`config.mk`:
```
export PLATFORM = sky130hd
export DESIGN_NAME = i2c_bit_engine
export DESIGN_NICKNAME = d
export VERILOG_FILES = /design/src/rtl/i2c_bit_pkg.sv /design/src/rtl/i2c_phase_timer.sv /design/src/rtl/i2c_shift_reg.sv /design/src/rtl/i2c_bit_engine.sv
export SDC_FILE = /design/constraint.sdc
export NUM_CORES = 1
export LEC_CHECK = 0
export ABC_AREA = 1
export BUFFER_PORTS_ARGS = -buffer_cell sky130_fd_sc_hd__buf_2
export CAP_MARGIN = 0
export CORE_MARGIN = 4
export CORE_UTILIZATION = 60
export CTS_BUF_LIST = sky130_fd_sc_hd__clkbuf_8
export CTS_CLUSTER_DIAMETER = 80
export CTS_CLUSTER_SIZE = 28
export DETAILED_ROUTE_END_ITERATION = 8
export PLACE_DENSITY = 0.93
export SLEW_MARGIN = 20
export SYNTH_ARGS = -nofsm -noshare
export SYNTH_HDL_FRONTEND = slang
export SYNTH_SLANG_ARGS = --single-unit
```
`constraint.sdc`:
```
create_clock -name clk -period 5.5 [get_ports clk]
set_input_delay 1.1 -clock clk [delete_from_list [all_inputs] [get_ports clk]]
set_output_delay 1.1 -clock clk [all_outputs]
set_load 0.05 [all_outputs]
```
`src/rtl/i2c_bit_pkg.sv`:
```
package i2c_bit_pkg;

    localparam int BYTE_W = 8;

    localparam logic [2:0] CMD_START    = 3'd0;
    localparam logic [2:0] CMD_STOP     = 3'd1;
    localparam logic [2:0] CMD_WRITE    = 3'd2;
    localparam logic [2:0] CMD_READ     = 3'd3;
    localparam logic [2:0] CMD_SEND_BIT = 3'd4;
    localparam logic [2:0] CMD_GET_BIT  = 3'd5;

    typedef enum logic [2:0] {
        OP_INIT, OP_START, OP_STOP, OP_WRITE, OP_READ, OP_SEND_BIT, OP_GET_BIT
    } op_e;

    typedef enum logic [1:0] {ST_START, ST_STOP, ST_TX, ST_RX} step_e;

    function automatic logic cmd_known(input logic [2:0] code);
        return code <= CMD_GET_BIT;
    endfunction

    function automatic op_e decode_cmd(input logic [2:0] code);
        case (code)
            CMD_START:    return OP_START;
            CMD_STOP:     return OP_STOP;
            CMD_WRITE:    return OP_WRITE;
            CMD_READ:     return OP_READ;
            CMD_SEND_BIT: return OP_SEND_BIT;
            default:      return OP_GET_BIT;
        endcase
    endfunction

    // number of steps (conditions or bits) an operation is made of
    function automatic logic [3:0] step_total(input op_e op);
        case (op)
            OP_INIT:           return 4'd2;
            OP_WRITE, OP_READ: return 4'd9;
            default:           return 4'd1;
        endcase
    endfunction

    function automatic step_e step_kind(input op_e op, input logic [3:0] idx);
        case (op)
            OP_INIT, OP_STOP: return ST_STOP;
            OP_START:         return ST_START;
            OP_WRITE:         return (idx == 4'd8) ? ST_RX : ST_TX;
            OP_READ:          return (idx == 4'd8) ? ST_TX : ST_RX;
            OP_SEND_BIT:      return ST_TX;
            default:          return ST_RX;
        endcase
    endfunction

    function automatic logic [2:0] phase_total(input step_e k);
        case (k)
            ST_TX:   return 3'd4;
            ST_RX:   return 3'd5;
            default: return 3'd3;
        endcase
    endfunction

    // returns {scl_oe, sda_oe} for a phase; bit_v is the level to send
    function automatic logic [1:0] line_drive(input step_e k, input logic [2:0] ph,
                                              input logic bit_v);
        case (k)
            ST_START: begin
                if (ph == 3'd0)      return 2'b00;
                else if (ph == 3'd1) return 2'b01;
                else                 return 2'b11;
            end
            ST_STOP: begin
                if (ph == 3'd0)      return 2'b11;
                else if (ph == 3'd1) return 2'b01;
                else                 return 2'b00;
            end
            ST_TX: begin
                if (ph == 3'd3)      return 2'b11;
                else if (ph == 3'd1) return {1'b0, ~bit_v};
                else                 return {1'b1, ~bit_v};
            end
            default: begin
                if (ph == 3'd1 || ph == 3'd2) return 2'b00;
                else if (ph == 3'd4)          return 2'b11;
                else                          return 2'b10;
            end
        endcase
    endfunction

endpackage

```
`src/rtl/i2c_phase_timer.sv`:
```
module i2c_phase_timer #(
    parameter int W           = 16,
    parameter int RESET_UNITS = 1
) (
    input  logic         clk,
    input  logic         rst_n,
    input  logic         load,
    input  logic [W-1:0] units,
    output logic         expire
);
    localparam logic [W-1:0] RST_CNT = W'(RESET_UNITS - 1);

    logic [W-1:0] cnt_d, cnt_q;

    always_comb begin
        cnt_d = cnt_q;
        if (load)
            cnt_d = units - W'(1);
        else if (cnt_q != '0)
            cnt_d = cnt_q - W'(1);
    end

    assign expire = (cnt_q == '0);

    always_ff @(posedge clk or negedge rst_n) begin
        if (!rst_n) cnt_q <= RST_CNT;
        else        cnt_q <= cnt_d;
    end
endmodule

```
`src/rtl/i2c_shift_reg.sv`:
```
module i2c_shift_reg #(
    parameter int W = 9
) (
    input  logic         clk,
    input  logic         rst_n,
    input  logic         load,
    input  logic [W-1:0] load_val,
    input  logic         shift,
    input  logic         shift_in,
    output logic [W-1:0] q
);
    logic [W-1:0] sh_d, sh_q;

    always_comb begin
        sh_d = sh_q;
        if (load)
            sh_d = load_val;
        else if (shift)
            sh_d = {sh_q[W-2:0], shift_in};
    end

    assign q = sh_q;

    always_ff @(posedge clk or negedge rst_n) begin
        if (!rst_n) sh_q <= '0;
        else        sh_q <= sh_d;
    end
endmodule

```
`src/rtl/i2c_bit_engine.sv`:
```
module i2c_bit_engine
    import i2c_bit_pkg::*;
#(
    parameter int DIV_W      = 16,
    parameter int INIT_UNITS = 250
) (
    input  logic             clk,
    input  logic             rst_n,
    input  logic [DIV_W-1:0] div_units,
    input  logic             cmd_valid,
    input  logic [2:0]       cmd_code,
    input  logic [7:0]       tx_byte,
    input  logic             tx_ack,
    output logic             busy,
    output logic             done,
    output logic [7:0]       rx_byte,
    output logic             ack_bit,
    output logic             nack_err,
    output logic             scl_oe,
    output logic             sda_oe,
    input  logic             sda_in
);
    localparam int SH_W = BYTE_W + 1;
    localparam logic [DIV_W-1:0] INIT_U = DIV_W'(INIT_UNITS);

    typedef struct packed {
        op_e              op;
        logic [3:0]       step;
        logic [2:0]       phase;
        logic [DIV_W-1:0] units;
        logic             sample;
        logic             scl_oe;
        logic             sda_oe;
        logic             busy;
        logic             done;
        logic [7:0]       rx_byte;
        logic             ack;
        logic             nack;
    } eng_t;

    eng_t q, d;

    logic             accept, tick, tmr_load;
    logic [DIV_W-1:0] tmr_units, eff_units;
    logic             sh_load, sh_shift, sh_in;
    logic [SH_W-1:0]  sh_q, sh_val;
    op_e              op_new, cur_op;
    step_e            kind_cur, kind_nxt;
    logic [1:0]       lines;
    logic             last_phase, last_step;

    i2c_phase_timer #(.W(DIV_W), .RESET_UNITS(INIT_UNITS)) u_timer (
        .clk    (clk),
        .rst_n  (rst_n),
        .load   (tmr_load),
        .units  (tmr_units),
        .expire (tick)
    );

    i2c_shift_reg #(.W(SH_W)) u_shift (
        .clk      (clk),
        .rst_n    (rst_n),
        .load     (sh_load),
        .load_val (sh_val),
        .shift    (sh_shift),
        .shift_in (sh_in),
        .q        (sh_q)
    );

    always_comb begin
        d          = q;
        d.done     = 1'b0;
        tmr_load   = 1'b0;
        tmr_units  = q.units;
        sh_load    = 1'b0;
        sh_shift   = 1'b0;
        sh_in      = 1'b0;
        sh_val     = '1;
        lines      = {q.scl_oe, q.sda_oe};
        eff_units  = (div_units == '0) ? DIV_W'(1) : div_units;
        op_new     = decode_cmd(cmd_code);
        accept     = cmd_valid && !q.busy && cmd_known(cmd_code);
        kind_cur   = step_kind(q.op, q.step);
        kind_nxt   = kind_cur;
        last_phase = (q.phase == phase_total(kind_cur) - 3'd1);
        last_step  = (q.step == step_total(q.op) - 4'd1);

        if (accept) begin
            d.op      = op_new;
            d.step    = '0;
            d.phase   = '0;
            d.units   = eff_units;
            d.busy    = 1'b1;
            tmr_load  = 1'b1;
            tmr_units = eff_units;
            sh_load   = 1'b1;
            case (op_new)
                OP_WRITE:    sh_val = {tx_byte, 1'b1};
                OP_READ:     sh_val = {8'hFF, tx_ack};
                OP_SEND_BIT: sh_val = {tx_ack, 8'h00};
                default:     sh_val = '1;
            endcase
            kind_nxt = step_kind(op_new, 4'd0);
            lines    = line_drive(kind_nxt, 3'd0, sh_val[SH_W-1]);
        end else if (q.busy && tick) begin
            if (kind_cur == ST_RX && q.phase == 3'd1)
                d.sample = sda_in;
            if (!last_phase) begin
                d.phase  = q.phase + 3'd1;
                tmr_load = 1'b1;
                lines    = line_drive(kind_cur, q.phase + 3'd1, sh_q[SH_W-1]);
            end else begin
                if (kind_cur == ST_TX || kind_cur == ST_RX) begin
                    sh_shift = 1'b1;
                    sh_in    = (kind_cur == ST_RX) ? q.sample : 1'b0;
                end
                if (!last_step) begin
                    d.step   = q.step + 4'd1;
                    d.phase  = '0;
                    tmr_load = 1'b1;
                    kind_nxt = step_kind(q.op, q.step + 4'd1);
                    lines    = line_drive(kind_nxt, 3'd0,
                                          sh_shift ? sh_q[SH_W-2] : sh_q[SH_W-1]);
                end else begin
                    d.busy = 1'b0;
                    d.done = (q.op != OP_INIT);
                    d.nack = 1'b0;
                    case (q.op)
                        OP_WRITE: begin
                            d.ack  = q.sample;
                            d.nack = q.sample;
                        end
                        OP_READ:    d.rx_byte = sh_q[BYTE_W-1:0];
                        OP_GET_BIT: d.ack = q.sample;
                        default: ;
                    endcase
                end
            end
        end

        d.scl_oe = lines[1];
        d.sda_oe = lines[0];
    end

    always_ff @(posedge clk or negedge rst_n) begin
        if (!rst_n) begin
            q.op      <= OP_INIT;
            q.step    <= '0;
            q.phase   <= '0;
            q.units   <= INIT_U;
            q.sample  <= 1'b0;
            q.scl_oe  <= 1'b1;
            q.sda_oe  <= 1'b1;
            q.busy    <= 1'b1;
            q.done    <= 1'b0;
            q.rx_byte <= '0;
            q.ack     <= 1'b0;
            q.nack    <= 1'b0;
        end else begin
            q <= d;
        end
    end

    assign cur_op   = q.op;
    assign busy     = q.busy;
    assign done     = q.done;
    assign rx_byte  = q.rx_byte;
    assign ack_bit  = q.ack;
    assign nack_err = q.nack;
    assign scl_oe   = q.scl_oe;
    assign sda_oe   = q.sda_oe;
endmodule

```
==> metrics <==
outcome=finished, final reports clean; first-pass GRT wire length=16,100 um; RR Startpoint=q[34]; wire length per cell=14.5 um; TritonCTS clock tree=built; IO buf count=45; P_leak=2.40 nW; met1 wire length=3980 um; R2R Setup Slk=2.47 ns; post-CTS setup buffer count=0; GPL Wtd Cong=0.910; Post-synth ARST share=1.00; DIE HEIGHT=89.9 um; TritonCTS Sinks=66; Critical Path Start=cmd_code[2]; number of H-tree levels=3; DR vias=3,690; Final period util=0.630; final wirelength=9600 um; Slew headroom=0.443; final setup vio count=0; slowest stage delay, CP=0.48 ns; I/O pin count=46; Post-synth EDFFs=0; Min-Delay Path Class=reg2reg; CTS resizes=0; Cells on Worst Hold Path=2; arrival time worst endpoint=3.75 ns; Mapped Cells=541; Post-DP Area=4240 sq um; area grow syn2layout=11.4%; Num CTS Buffers=9; largest net degree at the start of global routing=67; Netlist cell types=45; Post-DP HPWL=7050 um; CTS Hold Buffers Added=0; Nets=621; metal3 WL=661 um; crit path capture type=flip-flop; flop and latch count out of synthesis=66; Initial Util=0.626; fillcell total=487; RSZ-0062 raised after global routing=no; Worst R2R Path Depth=20; Final min period=3.46 ns; vias in the first global route=3,529; full die area=8080 sq um; fraction of layout instances using a drive strength above 1=0.185; Slew Viols, Final=0; Seq/Total Area, Yosys=0.415; Slowest cell on crit path=nand2_1; Final Hold Fails=0; Crit path top cell by count=nand2_1; latest clock arrival within the worst-skew pair=0.35 ns; Max Cap Viol=0; # rows=29; antenna viol nets, final=0; Mapped Area=4020 sq um; VDD IR-drop max=226 uV; DR iter-0 viols=280; synth warn=0; PD cells=410 nW/um^2; Worst-Margin Slew=0.835 ns; initial antenna violation count=0; CP Max Fanout=36; Hold Path Sink=nack_err; CTS Root Buffer Type=clkbuf_8; Syn Area/Cell=7.44 sq um; Die W=89.9 um; met2 WL=4760 um; Worst Hold Launch=nack_err; total track usage=0.242; Critical Path Source Type=primary input; syn_nets=583; Remaining Overflow, GRT=0; Top FF cell, synth=dfrtp_1; uppermost layer routed=met4; antenna cells=0; worst-case clock buffer depth=2; skew final=0.0104 ns; Pre-antenna DRT Iters=6; drt drc=0; Fmax=289 MHz; Clk pin slew, worst setup/hold paths=0.07 ns; core area=6420 sq um; Sum Neg Setup Slack=0 ns; r2r endpoint=u_timer.cnt_q[12]; worst endpoint required time=5.79 ns; CP cell instances=buf_2 > nand2_1 > inv_2 > nor3_4 > inv_2 > nand2_1 > nand2_4 > nand2_1 > o21ai_2 > ha_1 > nand2_1 > nor2_2 > nand2_1 > nand2_1 > nand2_1 > nor2_1; Critical Setup Path Class=in2reg; drt via density=5.58; post-route cell area=4480 sq um
==> Yosys cell counts, drive strengths merged, types with 2 or more instances <==
| master | instances | area [sq um] |
|---|---|---|
| nand2 | 154 | 611 |
| inv | 72 | 270 |
| nor2 | 67 | 303 |
| dfrtp | 51 | 1280 |
| o21ai | 43 | 219 |
| nand3 | 40 | 243 |
| a21oi | 24 | 120 |
| buf | 15 | 105 |
| dfstp | 15 | 394 |
| ha | 10 | 125 |
| mux2i | 8 | 80.1 |
| nand4 | 8 | 50.1 |
| clkbuf | 6 | 22.5 |
| nor3 | 6 | 46.3 |
| nor4 | 4 | 25.0 |
| o211ai | 2 | 15.0 |
| o22ai | 2 | 12.5 |
| o31ai | 2 | 15.0 |
==> per-layer routing <==
metal | global-route usage | vias to the layer above
met5 | 0 | -
met4 | 0.0804 | 0
met3 | 0.0451 | 26
met2 | 0.412 | 153
met1 | 0.312 | 1718
li1 | - | 1793
==> sequential cells by signal, indices dropped and copies added, names as in the netlist <==
signal         flops
ack_bit            1
busy               1
cur_op             3
done               1
nack_err           1
q                 24
rx_byte            8
scl_oe             1
sda_oe             1
u_shift.q          9
u_timer.cnt_q     16
==> worst max path at each step <==
stage | end | depth (start not counted) | slack [ns]
5_1_grt | u_timer.cnt_q[12] | 16 | 1.73
4_1_cts | u_timer.cnt_q[12] | 16 | 2.08
6_report | u_timer.cnt_q[12] | 16 | 2.04
2_1_floorplan | u_timer.cnt_q[12] | 16 | 2.57
3_3_place_gp | u_timer.cnt_q[12] | 15 | 1.92
3_5_place_dp | u_timer.cnt_q[12] | 16 | 1.73
==> cell type report <==
class / count / area [sq um] / area share
timing repair buffer: 48 / 248 / 0.0553
tap: 77 / 96.3 / 0.0215
inverter: 73 / 274 / 0.0611
sequential: 66 / 1670 / 0.373
clock buffer: 10 / 138 / 0.0307
multi-input combinational: 381 / 1950 / 0.435
clock inverter: 6 / 106 / 0.0237
==> logic make-up (layout without fill, tap and decap cells) <==
| logic type | after synthesis | count (layout) | share of synthesized area |
|---|---|---|---|
| xor gates and xnor gates | 2 | 2 | 0.00436 |
| AOI/OAI and AO/OA | 79 | 79 | 0.107 |
| DFF | 66 | 66 | 0.415 |
| buffers and inverters | 94 | 137 | 0.0998 |
| adders and majority gates | 10 | 10 | 0.0311 |
| and+or+nand+nor | 282 | 282 | 0.323 |
| muxes | 8 | 8 | 0.0199 |
==> cells in the final DEF, fill, tap and decap left out, drive strengths merged, types with 2 or more instances in the layout <==
cell type,count
buf,48
o211ai,2
nand4,8
bufinv,3
nand2,154
nor2,67
nor4,4
nand3,40
o21ai,43
dfstp,15
ha,10
clkinv,2
inv,73
mux2i,8
nor3,6
dfrtp,51
a21oi,24
o22ai,2
o31ai,2
clkbuf,10
==> worst max-delay path, delay by kind of cell <==
| family | cells | cell delay [ns] |
|---|---|---|
| and+or+nand+nor | 11 | 1.61 |
| buffers and inverters | 3 | 0.63 |
| adders and majority gates | 1 | 0.28 |
| AOI/OAI and AO/OA | 1 | 0.11 |
==> per-stage QoR <==
stage,power [W],std cells,setup slack [ns],utilization,hold slack (ns)
global route,0.00196,661,1.73,0.698,0.504
global placement,0.00130,645,1.92,0.660,0.463
detailed placement,0.00133,645,1.73,0.660,0.473
finish,0.00184,661,2.04,0.698,0.489
CTS,0.00184,661,2.08,0.698,0.486
floorplan,0.00117,541,2.57,-,0.451
==> report_power, final <==
| group | total, W | leakage [nW] | internal (W) | switching (W) |
|---|---|---|---|---|
| sequential | 0.000700 | 0.799 | 0.000623 | 0.0000772 |
| combinational | 0.000632 | 1.48 | 0.000207 | 0.000426 |
| clock | 0.000504 | 0.124 | 0.000311 | 0.000193 |
Power figures use the tool's default switching activity.
